[src/rtl/can_err_detect.sv]
module can_err_detect #(
  parameter int FW = 4,
  parameter int STUFF_RUN = 6
) (
  input  logic          clk,
  input  logic          rst_n,
  input  logic          clr,
  input  logic          bit_strobe,
  input  logic          rx_bit,
  input  logic          tx_bit,
  input  logic          tx_active,
  input  logic          stuff_area,
  input  logic [FW-1:0] field,
  input  logic          crc_match,
  input  logic          listen,
  output logic          crc_err,
  output logic          stuff_err,
  output logic          bit_err,
  output logic          form_err,
  output logic          ack_err,
  output logic          err_req,
  output logic          cnt_inc,
  output logic          tx_en,
  output logic          ack_drive
);
  localparam int RUN_W = $clog2(STUFF_RUN + 1);
  localparam logic [RUN_W-1:0] RUN_MAX  = RUN_W'(STUFF_RUN);
  localparam logic [RUN_W-1:0] RUN_ONE  = RUN_W'(1);
  localparam logic [FW-1:0] F_SOF    = FW'(1);
  localparam logic [FW-1:0] F_ARB    = FW'(2);
  localparam logic [FW-1:0] F_CRCDEL = FW'(6);
  localparam logic [FW-1:0] F_ACK    = FW'(7);
  localparam logic [FW-1:0] F_ACKDEL = FW'(8);
  localparam logic [FW-1:0] F_EOF    = FW'(9);

  logic [RUN_W-1:0] run;
  logic             prev;
  logic             sending, same, lenient;
  logic             d_crc, d_stuff, d_bit, d_form, d_ack;

  assign sending = tx_active && !listen;
  assign tx_en   = sending;
  assign ack_drive = (field == F_ACK) && !tx_active && !listen && !crc_err;

  assign same    = (rx_bit == prev);
  assign lenient = ((field == F_ARB) || (field == F_ACK)) && tx_bit && !rx_bit;

  assign d_stuff = bit_strobe && stuff_area && (field != F_SOF) && same && (run == RUN_MAX - RUN_ONE);
  assign d_bit   = bit_strobe && sending && (rx_bit != tx_bit) && !lenient;
  assign d_form  = bit_strobe && !rx_bit &&
                   ((field == F_CRCDEL) || (field == F_ACKDEL) || (field == F_EOF));
  assign d_ack   = bit_strobe && sending && (field == F_ACK) && rx_bit;
  assign d_crc   = bit_strobe && (field == F_CRCDEL) && !crc_match;

  always_ff @(posedge clk) begin
    if (!rst_n) begin
      run  <= '0;
      prev <= 1'b1;
    end else if (bit_strobe) begin
      if (field == F_SOF) begin
        run  <= RUN_ONE;
        prev <= rx_bit;
      end else if (stuff_area) begin
        prev <= rx_bit;
        if (!same)               run <= RUN_ONE;
        else if (run != RUN_MAX) run <= run + RUN_ONE;
      end
    end
  end

  always_ff @(posedge clk) begin
    if (!rst_n) begin
      crc_err   <= 1'b0;
      stuff_err <= 1'b0;
      bit_err   <= 1'b0;
      form_err  <= 1'b0;
      ack_err   <= 1'b0;
      err_req   <= 1'b0;
      cnt_inc   <= 1'b0;
    end else begin
      crc_err   <= (crc_err   && !clr) || d_crc;
      stuff_err <= (stuff_err && !clr) || d_stuff;
      bit_err   <= (bit_err   && !clr) || d_bit;
      form_err  <= (form_err  && !clr) || d_form;
      ack_err   <= (ack_err   && !clr) || d_ack;
      err_req   <= !listen && (d_stuff || d_bit || d_form || d_ack);
      cnt_inc   <= !listen && (d_crc || d_stuff || d_bit || d_form || d_ack);
    end
  end


  bit_err_set_chk: assert property (@(posedge clk) disable iff (!rst_n)
    (bit_strobe && tx_active && !listen && !tx_bit && rx_bit) |=> bit_err);

  form_err_set_chk: assert property (@(posedge clk) disable iff (!rst_n)
    (bit_strobe && !rx_bit && (field == F_EOF || field == F_ACKDEL)) |=> form_err);

  ack_err_set_chk: assert property (@(posedge clk) disable iff (!rst_n)
    (bit_strobe && tx_active && !listen && field == F_ACK && rx_bit) |=> ack_err);

  req_after_strobe_chk: assert property (@(posedge clk) disable iff (!rst_n)
    err_req |-> $past(bit_strobe));

  listen_quiet_chk: assert property (@(posedge clk) disable iff (!rst_n)
    listen |-> (!tx_en && !ack_drive));

  listen_no_count_chk: assert property (@(posedge clk) disable iff (!rst_n)
    (listen && bit_strobe) |=> (!cnt_inc && !err_req));

  bit_sticky_chk: assert property (@(posedge clk) disable iff (!rst_n)
    $fell(bit_err) |-> $past(clr));

  stuff_sticky_chk: assert property (@(posedge clk) disable iff (!rst_n)
    $fell(stuff_err) |-> $past(clr));
endmodule

[config.mk]
export PLATFORM = sky130hd
export DESIGN_NAME = can_err_detect
export DESIGN_NICKNAME = d
export VERILOG_FILES = /design/src/rtl/can_err_detect.sv
export SDC_FILE = /design/constraint.sdc
export NUM_CORES = 1
export LEC_CHECK = 0
export BUFFER_PORTS_ARGS = -buffer_cell sky130_fd_sc_hd__buf_2
export CAP_MARGIN = 10
export CORE_AREA = 2 2 39 41
export CTS_BUF_LIST = sky130_fd_sc_hd__clkbuf_2
export DETAILED_ROUTE_END_ITERATION = 10
export DIE_AREA = 0 0 41 43
export PLACE_DENSITY = 0.76
export SLEW_MARGIN = 20
export SYNTH_ARGS = -nofsm -noshare
export SYNTH_HDL_FRONTEND = slang
export SYNTH_SLANG_ARGS = --single-unit
[constraint.sdc]
create_clock -name clk -period 1.32 [get_ports clk]
set_clock_uncertainty 0.1 [all_clocks]
set_input_delay 0.264 -clock clk [delete_from_list [all_inputs] [get_ports clk]]
set_output_delay 0.264 -clock clk [all_outputs]
set_load 0.01 [all_outputs]
After elaboration in Yosys (flattened, before gate mapping)
Index checks and enable logic that the tools add are counted.
- register bits: 11
- logic and storage cells: 79
- equality and inequality tests: 12
- mux-type cells: 6
- reduce and logical (&&, ||, !) cells: 51
- $add $sub $neg: 1
- operator list (operator ; count):
    $logic_and 1x1->1 ; 26
    $logic_or 1x1->1 ; 15
    $mux 3 ; 4
    $eq 4x3->1 const B ; 2
    $eq 4x4->1 const B ; 2
    $logic_not 1->1 ; 7
    $eq 4x1->1 const B ; 1
    $eq 4x2->1 const B ; 1
    $ne 4x1->1 const B ; 1
    $add 3x1->3 const B ; 1
    $eq 3x3->1 const B ; 1
    $ne 3x1->1 const B ; 1
    $ne 3x3->1 const B ; 1
    $reduce_and 3->1 ; 1
    $mux 1 ; 2
    $reduce_and 2->1 ; 1
    $reduce_bool 2->1 ; 1
    $eq 1x1->1 ; 1
    $ne 1x1->1 ; 1

Longest topological paths before layout
Gate-level depths: netlist of the first run.
- word-level depth: 10
- mapped depth: 6
- mapped depth without buffers: 6

Worst setup path after synthesis of the first run
Ideal clock, no wire load.
- path kind: input to register
- start: input port field[1]
- end: register run[1]
- required time: 1092 ps
- stages: 4
- path buffers: 0
- library setup time: 128 ps
- arrival: 1022 ps
- slack: 70 ps
- cell sequence: nor4b_4 nor2_1 a31oi_2 o32ai_2
- cells in the longest elaborated chain, start to end: 3
- RTL lines (item ; line ; text):
    from (decl) ; 13 ; input logic [FW-1:0] field,
    $eq 4x1->1 (*) ; 60 ; if (field == F_SOF) begin
    $ne 3x1->1 (no source line) / $reduce_bool 2->1 (equally long branches) ; n/a ;
    $reduce_and 3->1 (no source line) ; n/a ;
    to (signal assigned) ; 66 ; else if (run != RUN_MAX) run <= run + RUN_ONE;
    to (decl) ; 36 ; logic [RUN_W-1:0] run;
Mark *: on every way between the ends. The rest lies on a longest branch, timed or not.
A chain may end at the register's enable or synchronous reset.

Worst setup path after layout of the first run
- start: register crc_err
- end: output port ack_drive
- cells in the longest elaborated chain, start to end: 2
- RTL lines (item ; line ; text):
    from (decl) ; 16 ; output logic crc_err,
    from (signal assigned) ; 81 ; crc_err <= (crc_err && !clr) || d_crc;
    $logic_not 1->1 ; 43 ; assign ack_drive = (field == F_ACK) && !tx_active && !listen && !crc_err;
    $logic_and 1x1->1 ; 43 ;
    to (decl) ; 24 ; output logic ack_drive
No other way between the ends.

==> metrics.txt, run 1 <==
status finished, final reports clean; Final period util between 90% and 100%; syn nets 84; Antenna Cells 0; Non-Filler Instances 115; clock tree buffer depth 2; most frequent cells in the layout buf_2, dfxtp_1, buf_4; Final Wtd Congestion 0.749; sequential fraction of design power 52.2%; Vias 591; chip width 41 um; Worst Setup End Kind output port; die footprint between 1500 and 2000 sq um; Core Box Area ~1400 sq um; Ports 23; Inst Count DP 110; top-area cell type share of the netlist area about 36%; final wirelength 1.43 mm; Pint 0.481 mW; worst path arrival time 950 ps; register area share after synthesis between 30% and 40%; Die Y 43 um; synthesized area 619 sq um; NetSw 0.185 mW; root buf cell clkbuf_2; flip-flop and latch area 226 sq um; ANT nets after route 0; fin util 62.2%; routed wire length per instance 12.4 um; initial antenna violation count 0; CTS tree done; Synth cell types 30; DP HPWL 1.09 mm; EDFF count, synth 0; number of fill cells in the layout around 130; layout cells sized above 1 about half; clock buffer count from CTS 3; CTS HTree Levels 1; worst skew pair latency 240 ps; hold buffers post-CTS 0; Max-Cap Viols 0; Main synth FF type dfxtp_1; total grt overflow 0; Tmin final 1310 ps; final setup fails 0; Yosys reg bits 11; depth of the worst register-to-register path 6; pwr dens slightly below 800 nW/um^2; drt pass-1 iters 4; main area contributors after synthesis dfxtp_1, ha_1, a21oi_1, nor4b_4, inv_1; most common cell after layout, fill and taps aside buf_2; DR vias/cell 5.14; largest net degree at the start of global routing 8; Cells after Synth 67; min-delay worst type in -> reg; DRC 0; # clock sinks 11; clock-pin slew on the worst setup and hold paths 110 ps; vias in the first global route 553; initial DRC count 10; multi-input gate area in the final layout roughly 420 sq um; Fin. Hold Viols 0; critical path class reg -> out; Initial Utilization about 45%; Avg Inst Size Synth about 9 sq um; Max Slew Vio Count 0; Sw Share 27.8%; Yosys warning count 0; RSZ-0062 raised after global routing yes; Comb power frac 19.8%; worst-margin pin slew 396 ps; Max Fanout on Critical Path 2; Async SR Flop Fraction 0%; Area growth syn-to-layout 39.0%; Synth area leader dfxtp_1; maximum VDD drop 444 uV; Total Routing Usage GR 17.8%; global-route wire length before repair approximately 2.2 mm; Max-slew headroom 73.4%; Clk pwr share 28.1%; # rows 14; Leak 0.367 nW; fmax ~0.76 GHz; Layout Nets approximately 120; CP Launch Type flop; I/O Buffers 22; Critical Path RT 960 ps; Hold Crit Depth 2
==> worst max-delay path: stages, from the launching register on <==
cell and delay, ps:
dfxtp_2 340, nor4_2 200, buf_2 170
==> power by group through the flow <==
stage	Clock (mW)	Combinational [mW]	Sequential (mW)
3_3_place_gp	0	0.119	0.354
4_1_cts	0.193	0.122	0.346
3_5_place_dp	0	0.121	0.354
2_1_floorplan	0	0.0616	0.355
6_report	0.187	0.132	0.348
5_1_grt	0.207	0.147	0.350
==> kinds of logic (layout without fill, tap and decap cells) <==
kind of cell / after synthesis / count (layout) / share of synthesized area (%)
AO/OA/AOI/OAI: 17 / 17 / 20.8
AND/OR/NAND/NOR: 28 / 28 / 30.3
adder cells (fa/ha/maj): 3 / 3 / 6.06
flip-flops: 11 / 11 / 35.6
buffers and inverters: 5 / 37 / 3.03
XOR/XNOR: 3 / 3 / 4.24
==> cells in the mapped netlist, types with 2 or more instances <==
master / instances
a21oi_1: 6
a21oi_2: 2
dfxtp_1: 11
ha_1: 3
inv_1: 5
nand2_1: 4
nand2b_1: 2
nand3b_1: 2
nor2_1: 5
nor2b_1: 2
nor3_1: 3
o21a_1: 2
or3b_1: 2
xnor2_1: 2
==> layout make-up <==
class	instances	share of cell area, %
well taps	16	2.33
repair buffers	28	18.0
inverters	5	2.18
flip-flops and latches	11	26.3
multi-input cells	51	48.8
clock buffers	4	2.33
==> timing repair <==
item | in CTS | in global routing
pin swaps | 0 | 6
resized for setup | 2 | 11
buffers inserted | 0 | 1
endpoints found under the setup margin | 4 | 7
==> per-stage QoR <==
stage | setup WS [ps] | TNS, ps | hold slack [ps] | instance area, sq um | power, mW
after global placement | -125 | -527 | 370 | 787 | 0.472
after CTS | 0.863 | 0 | 147 | 813 | 0.662
after global routing | -64.9 | -241 | 155 | 861 | 0.704
after detailed placement | -170 | -702 | 376 | 787 | 0.475
after floorplan | 69.8 | 0 | 253 | 619 | 0.416
final | 5.18 | 0 | 157 | 861 | 0.667
==> final timing paths <==
kind | startpoint | end | slack, ps
worst min register to register | ack_err$_SDFF_PN0_ | ack_err$_SDFF_PN0_ | 400
worst max register to register | run[1]$_SDFFE_PN0P_ | err_req$_SDFF_PN0_ | 20
worst max-delay path | crc_err$_SDFF_PN0_ | ack_drive | 5
worst min-delay path | rst_n | prev$_SDFFE_PN1P_ | 160
==> routing by layer <==
metal  global-route usage, %  vias up  wire (um)
li1                        -      309          -
met1                    19.9      263        582
met2                    30.3       19        746
met3                    6.81        0        100
met4                    4.00        0          0
met5                       0        -          0
==> flip-flops by register name, indices dropped and copies added, names as in the netlist <==
| signal | cells |
|---|---|
| ack_err | 1 |
| stuff_err | 1 |
| err_req | 1 |
| crc_err | 1 |
| form_err | 1 |
| prev | 1 |
| run | 3 |
| cnt_inc | 1 |
| bit_err | 1 |
Power figures use the tool's default switching activity.
==> run 2, diff against run 1 <==
ABC_CLOCK_PERIOD_IN_PS = 1320   (was not set)
SETUP_SLACK_MARGIN = 0.05   (was not set)
==> run 2 against run 1 <==
Effect of this change: global-route usage increased by 0.50 points; flip-flop and latch count did not move; worst setup slack lost 0.52 ps; clock-buffer cell count is the same; core utilization increased by 2.3 points; register-to-register slack improved by 50 ps; non-clock buffer count up 1; combinational power increased by 7%; critical endpoint unchanged; largest cell class unchanged; largest power group unchanged; highest routed layer is now met4.
==> metrics.txt, run 2 (same netlist as run 1, synthesis figures left out) <==
setup TNS 0 ps (unchanged); DP Area 787 sq um (unchanged); Setup crit end ack_drive; final wirelength 1.48 mm (+3.3%); most frequent cells in the layout buf_2, dfxtp_1, buf_4; hold buffers post-CTS 0 (unchanged); initial DRC count 13 (+3); Non-Filler Instances 116 (+0.87%); Tmin final 1320 ps (+0.521 ps); Final period util 99.6% (about the same); crit path cell chain nor4_2, buf_2; final setup fails 0 (unchanged); chip width 41 um (unchanged); CTS tree done; status finished, final reports clean; depth of the worst register-to-register path 6 (unchanged); I/O Buffers 22 (unchanged); worst skew pair latency 240 ps (about the same); max reg flops 3 (unchanged); DP HPWL 1.09 mm (unchanged); CP startpoint crc_err$_SDFF_PN0_; pwr dens 760 nW/um^2 (-1.9%); Area growth syn-to-layout 44.0%; cell area after layout 892 sq um (+3.6%); maximum VDD drop 447 uV (+0.68%); DR vias/cell 5.18 (+0.82%); die footprint 1760 sq um (unchanged); global-route wire length before repair 2.20 mm (+2.3%); worst-margin pin slew 398 ps (+1.54 ps); Vias 601 (+1.7%); ANT nets after route 0 (unchanged); Critical Path RT 960 ps (about the same); drt pass-1 iters 4 (unchanged); Fin. Hold Viols 0 (unchanged); routed wire length per instance 12.7 um (+2.4%); Max Slew Vio Count 0 (unchanged); Total Routing Usage GR 18.3% (+0.50 points); largest net degree at the start of global routing 8 (unchanged); clock-pin slew on the worst setup and hold paths 110 ps (about the same); Worst path max stage delay 340 ps (about the same); slowest cell on the critical path dfxtp_2; RSZ-0062 raised after global routing yes; Initial Utilization 44.8% (unchanged); min-delay worst type in -> reg; DRC 0 (unchanged); Max-Cap Viols 0 (unchanged); worst path arrival time 950 ps (about the same); Leak 0.378 nW (+3.2%); critical path class reg -> out; Final Wtd Congestion 0.749 (unchanged); # clock sinks 11 (unchanged); CP Launch Type flop; clock buffer count from CTS 3 (unchanged); Worst Path Buf+Inv 1 (unchanged); Max Fanout on Critical Path 2 (unchanged); # rows 14 (unchanged); Inst Count DP 110 (unchanged); most common cell after layout, fill and taps aside buf_2; fmax 0.760 GHz (about the same); vias in the first global route 574 (+3.8%); Worst Setup End Kind output port; crit-path leading delay family flip-flops; reg-to-reg startpoint run[1]$_SDFFE_PN0P_; FF-to-FF End err_req$_SDFF_PN0_; Antenna Cells 0 (unchanged); clock tree buffer depth 2 (unchanged); WP depth 2 (unchanged); Hold WS 161 ps (+4.61 ps); Max-slew headroom 73.3% (-0.10 points); Core Box Area 1380 sq um (unchanged); Layout Nets 118 (+0.85%); CTS HTree Levels 1 (unchanged); root buf cell clkbuf_2; Die Y 43 um (unchanged); FF-to-FF setup slack 70 ps (+50 ps); total grt overflow 0 (unchanged); Ports 23 (unchanged); largest register by flop count run; layout cells sized above 1 54.0% (+3.5 points); initial antenna violation count 0 (unchanged)
==> run 2: layer usage <==
layer	track usage (%)	part of all wire, %	vias up
met5	0	0	-
met3	7.85	6.6	2
met1	18.9	40	274
met2	31.9	53	17
met4	4.67	0.41	0
li1	-	-	308
==> run 2: what timing repair did <==
action,in CTS,in global routing
setup endpoints to repair,6,7
buffers inserted,1,1
gates resized for setup,5,14
pin swaps,1,7
==> run 2: power by group <==
group	switching [mW]	internal [mW]	leakage (nW)	total [mW]
clock network	0.108	0.0805	0.0166	0.188
logic	0.0751	0.0657	0.271	0.141
registers	0.00798	0.341	0.0906	0.349
==> run 2: area by class of cell <==
type / instances / area, sq um
multi-input cells: 51 / 439
flip-flops and latches: 11 / 228
well taps: 16 / 20.0
repair buffers: 29 / 166
inverters: 5 / 18.8
clock buffers: 4 / 20.0
fillers: 127 / 492
==> run 2: how the worst min path moves through the flow <==
stage	endpoint	cells after the start	from
3_3_place_gp	bit_err$_SDFF_PN0_	2	bit_err$_SDFF_PN0_
6_report	prev$_SDFFE_PN1P_	2	rst_n
4_1_cts	prev$_SDFFE_PN1P_	2	rst_n
3_5_place_dp	stuff_err$_SDFF_PN0_	2	stuff_err$_SDFF_PN0_
2_1_floorplan	prev$_SDFFE_PN1P_	1	rst_n
5_1_grt	prev$_SDFFE_PN1P_	2	rst_n
==> run 2: stage by stage <==
step	worst slack, ps	power [mW]	util [%]
floorplan	69.8	0.416	-
detailed placement	-170	0.475	56.9
CTS	6.96	0.664	59.7
global route	-66.4	0.713	64.5
finish	4.66	0.678	64.5
global placement	-125	0.472	56.9
==> run 3, diff against run 2 <==
--- a/config.mk
+++ b/config.mk
@@ -10,7 +10,7 @@
 export CAP_MARGIN = 10
-export CORE_AREA = 2 2 39 41
-export CTS_BUF_LIST = sky130_fd_sc_hd__clkbuf_2
+export CORE_MARGIN = 2
+export CORE_UTILIZATION = 46
+export CTS_BUF_LIST = sky130_fd_sc_hd__clkbuf_16
 export DETAILED_ROUTE_END_ITERATION = 10
-export DIE_AREA = 0 0 41 43
-export PLACE_DENSITY = 0.76
+export PLACE_DENSITY = 0.75
 export SETUP_SLACK_MARGIN = 0.05
==> constraint.sdc (replaced) <==
create_clock -name clk -period 1.32 [get_ports clk]
set_clock_uncertainty 0.1 [all_clocks]
set_input_delay 0.396 -clock clk [delete_from_list [all_inputs] [get_ports clk]]
set_output_delay 0.396 -clock clk [all_outputs]
set_load 0.01 [all_outputs]
==> run 3 against run 2 <==
Effect of this change: the flow now finishes with violations (negative setup slack); wire length rose by 28%; highest routed layer unchanged; via count rose by 9.7%; critical endpoint is now cnt_inc$_SDFF_PN0_; maximum frequency fell by 13%; critical path type is now in -> reg; die area fell by 6.1%; cell area rose by 20%; register-to-register slack got worse by 130 ps; total power rose by 58%.
==> metrics.txt, run 3 (same netlist as run 1, synthesis figures left out) <==
Pwr Total 1.07 mW (+58%); cell area after layout 1070 sq um (+20%); crit path cell chain buf_8, buf_12, nor4b_4, buf_4, nor3_2, nor4_2, a21oi_2; Vias 659 (+9.7%); Leak 0.468 nW (+24%); DP HPWL 1.21 mm (+11%); layout cells sized above 1 60.4% (+6.4 points); Critical Path RT 1330 ps (+370 ps); initial antenna violation count 0 (unchanged); CTS tree done; hold buffers post-CTS 0 (unchanged); ANT nets after route 0 (unchanged); global-route wire length before repair 2.57 mm (+17%); vias in the first global route 601 (+4.7%); Worst Setup End Kind flop; final setup fails 9 (+9); root buf cell clkbuf_16; slowest cell on the critical path nor4b_4; # rows 13 (-1); largest register by flop count run; worst skew pair latency 230 ps (about the same); DRC 0 (unchanged); initial DRC count 10 (-3); Total Routing Usage GR 24.7% (+6.4 points); RSZ-0062 raised after global routing yes; Fin. Hold Viols 0 (unchanged); final wirelength 1.89 mm (+28%); maximum VDD drop 1180 uV (+160%); pwr dens 997 nW/um^2 (+31%); FF-to-FF setup slack -60 ps (-130 ps); most common cell after layout, fill and taps aside buf_2; sequential fraction of design power 32.8% (-19 points); chip width 40.7 um (-0.74%); Hold WS 314 ps (+153 ps); Tmin final 1520 ps (+200 ps); Initial Utilization 48.2% (+3.4 points); DP Area 807 sq um (+2.5%); crit-path leading delay family simple AND/OR/NAND/NOR gates; most frequent cells in the layout buf_2, buf_4, dfxtp_1; number of fill cells in the layout 84 (-34%); CP Launch Type input pin; clock-pin slew on the worst setup and hold paths 40 ps (-70 ps); Max Slew Vio Count 0 (unchanged); worst setup margin -195 ps (-200 ps); Worst Min Path Start rst_n; total grt overflow 0 (unchanged); Final period util 115% (+15 points); reg-to-reg startpoint run[1]$_SDFFE_PN0P_; Worst Path Buf+Inv 3 (+2); Layout Nets 124 (+5.1%); Max-slew headroom 79.2% (+5.9 points); Comb power frac 17.2% (-3.6 points); failing checks negative setup slack; largest net degree at the start of global routing 8 (unchanged); Area growth syn-to-layout 73.1%; max reg flops 3 (unchanged); Final Wtd Congestion 0.757 (+1.1%); Clk pwr share 50.0% (+22 points); Max Fanout on Critical Path 4 (+2); Inst Count DP 111 (+0.91%); CTS HTree Levels 1 (unchanged); fmax 0.660 GHz (-13%); Max-Cap Viols 0 (unchanged); Sw Share 22.3% (-5.9 points); Worst path max stage delay 320 ps (-20 ps); Core Box Area 1280 sq um (-7.1%); die footprint 1660 sq um (-6.1%); drt pass-1 iters 3 (-1); clock tree buffer depth 2 (unchanged); critical path class in -> reg; CP startpoint field[3]; min-delay worst type in -> reg; status finished with violations; setup TNS -1050 ps (-1050 ps); I/O Buffers 22 (unchanged); Die Y 40.7 um (-5.4%); clock buffer count from CTS 3 (unchanged); # clock sinks 11 (unchanged); worst-margin pin slew 309 ps (-88.7 ps); Ports 23 (unchanged); Pint 0.831 mW (+71%); NetSw 0.238 mW (+25%); worst path arrival time 1530 ps (+580 ps); DR vias/cell 5.45 (+5.1%); Non-Filler Instances 121 (+4.3%); Antenna Cells 0 (unchanged); routed wire length per instance 15.6 um (+23%)
==> run 3: worst paths after layout <==
| path | end | cells past startpoint |
|---|---|---|
| setup / recovery | cnt_inc$_SDFF_PN0_ | 7 |
| hold / removal | prev$_SDFFE_PN1P_ | 2 |
| setup reg to reg | run[0]$_SDFFE_PN0P_ | 5 |
| hold reg to reg | crc_err$_SDFF_PN0_ | 2 |
==> run 3: cell type report <==
class	instances	area [sq um]	area share, %
Sequential cell	11	226	21.1
Tap cell	15	18.8	1.75
Multi-Input combinational cell	51	475	44.3
Clock buffer	3	75.1	7.00
Timing Repair Buffer	35	254	23.7
Inverter	5	18.8	1.75
Clock inverter	1	3.75	0.350
==> run 3: timing repair <==
item                       in CTS  in global routing
pin swaps                       9                 12
setup endpoints to repair      10                 13
buffers inserted                3                  3
resized for setup              18                 13
==> run 3: worst reg2reg max path, stage by stage (launching register included) <==
cell and delay (ps):
dfxtp_2 330, buf_4 110, ha_1 240, nand2_1 150, a41oi_2 240, o21a_1 160
==> run 3: power groups by stage <==
stage / Combinational, mW / Sequential, mW / Clock, mW
2_1_floorplan: 0.0619 / 0.355 / 0
3_3_place_gp: 0.119 / 0.355 / 0
3_5_place_dp: 0.124 / 0.355 / 0
4_1_cts: 0.149 / 0.350 / 0.537
5_1_grt: 0.197 / 0.352 / 0.559
6_report: 0.184 / 0.351 / 0.534
==> run 3: stage by stage <==
step / util (%) / worst slack [ps]
after global placement: 62.8 / -249
after CTS: 76.1 / -211
final: 83.4 / -195
after detailed placement: 62.8 / -328
after floorplan: - / -62.2
after global routing: 83.4 / -259
==> run 3: routing by layer <==
layer	global-route usage [%]	wire, um	up-vias
met2	46.8	1070	22
met4	6.67	12	0
met5	0	0	-
met1	24.6	704	313
li1	-	-	322
met3	9.78	102	2
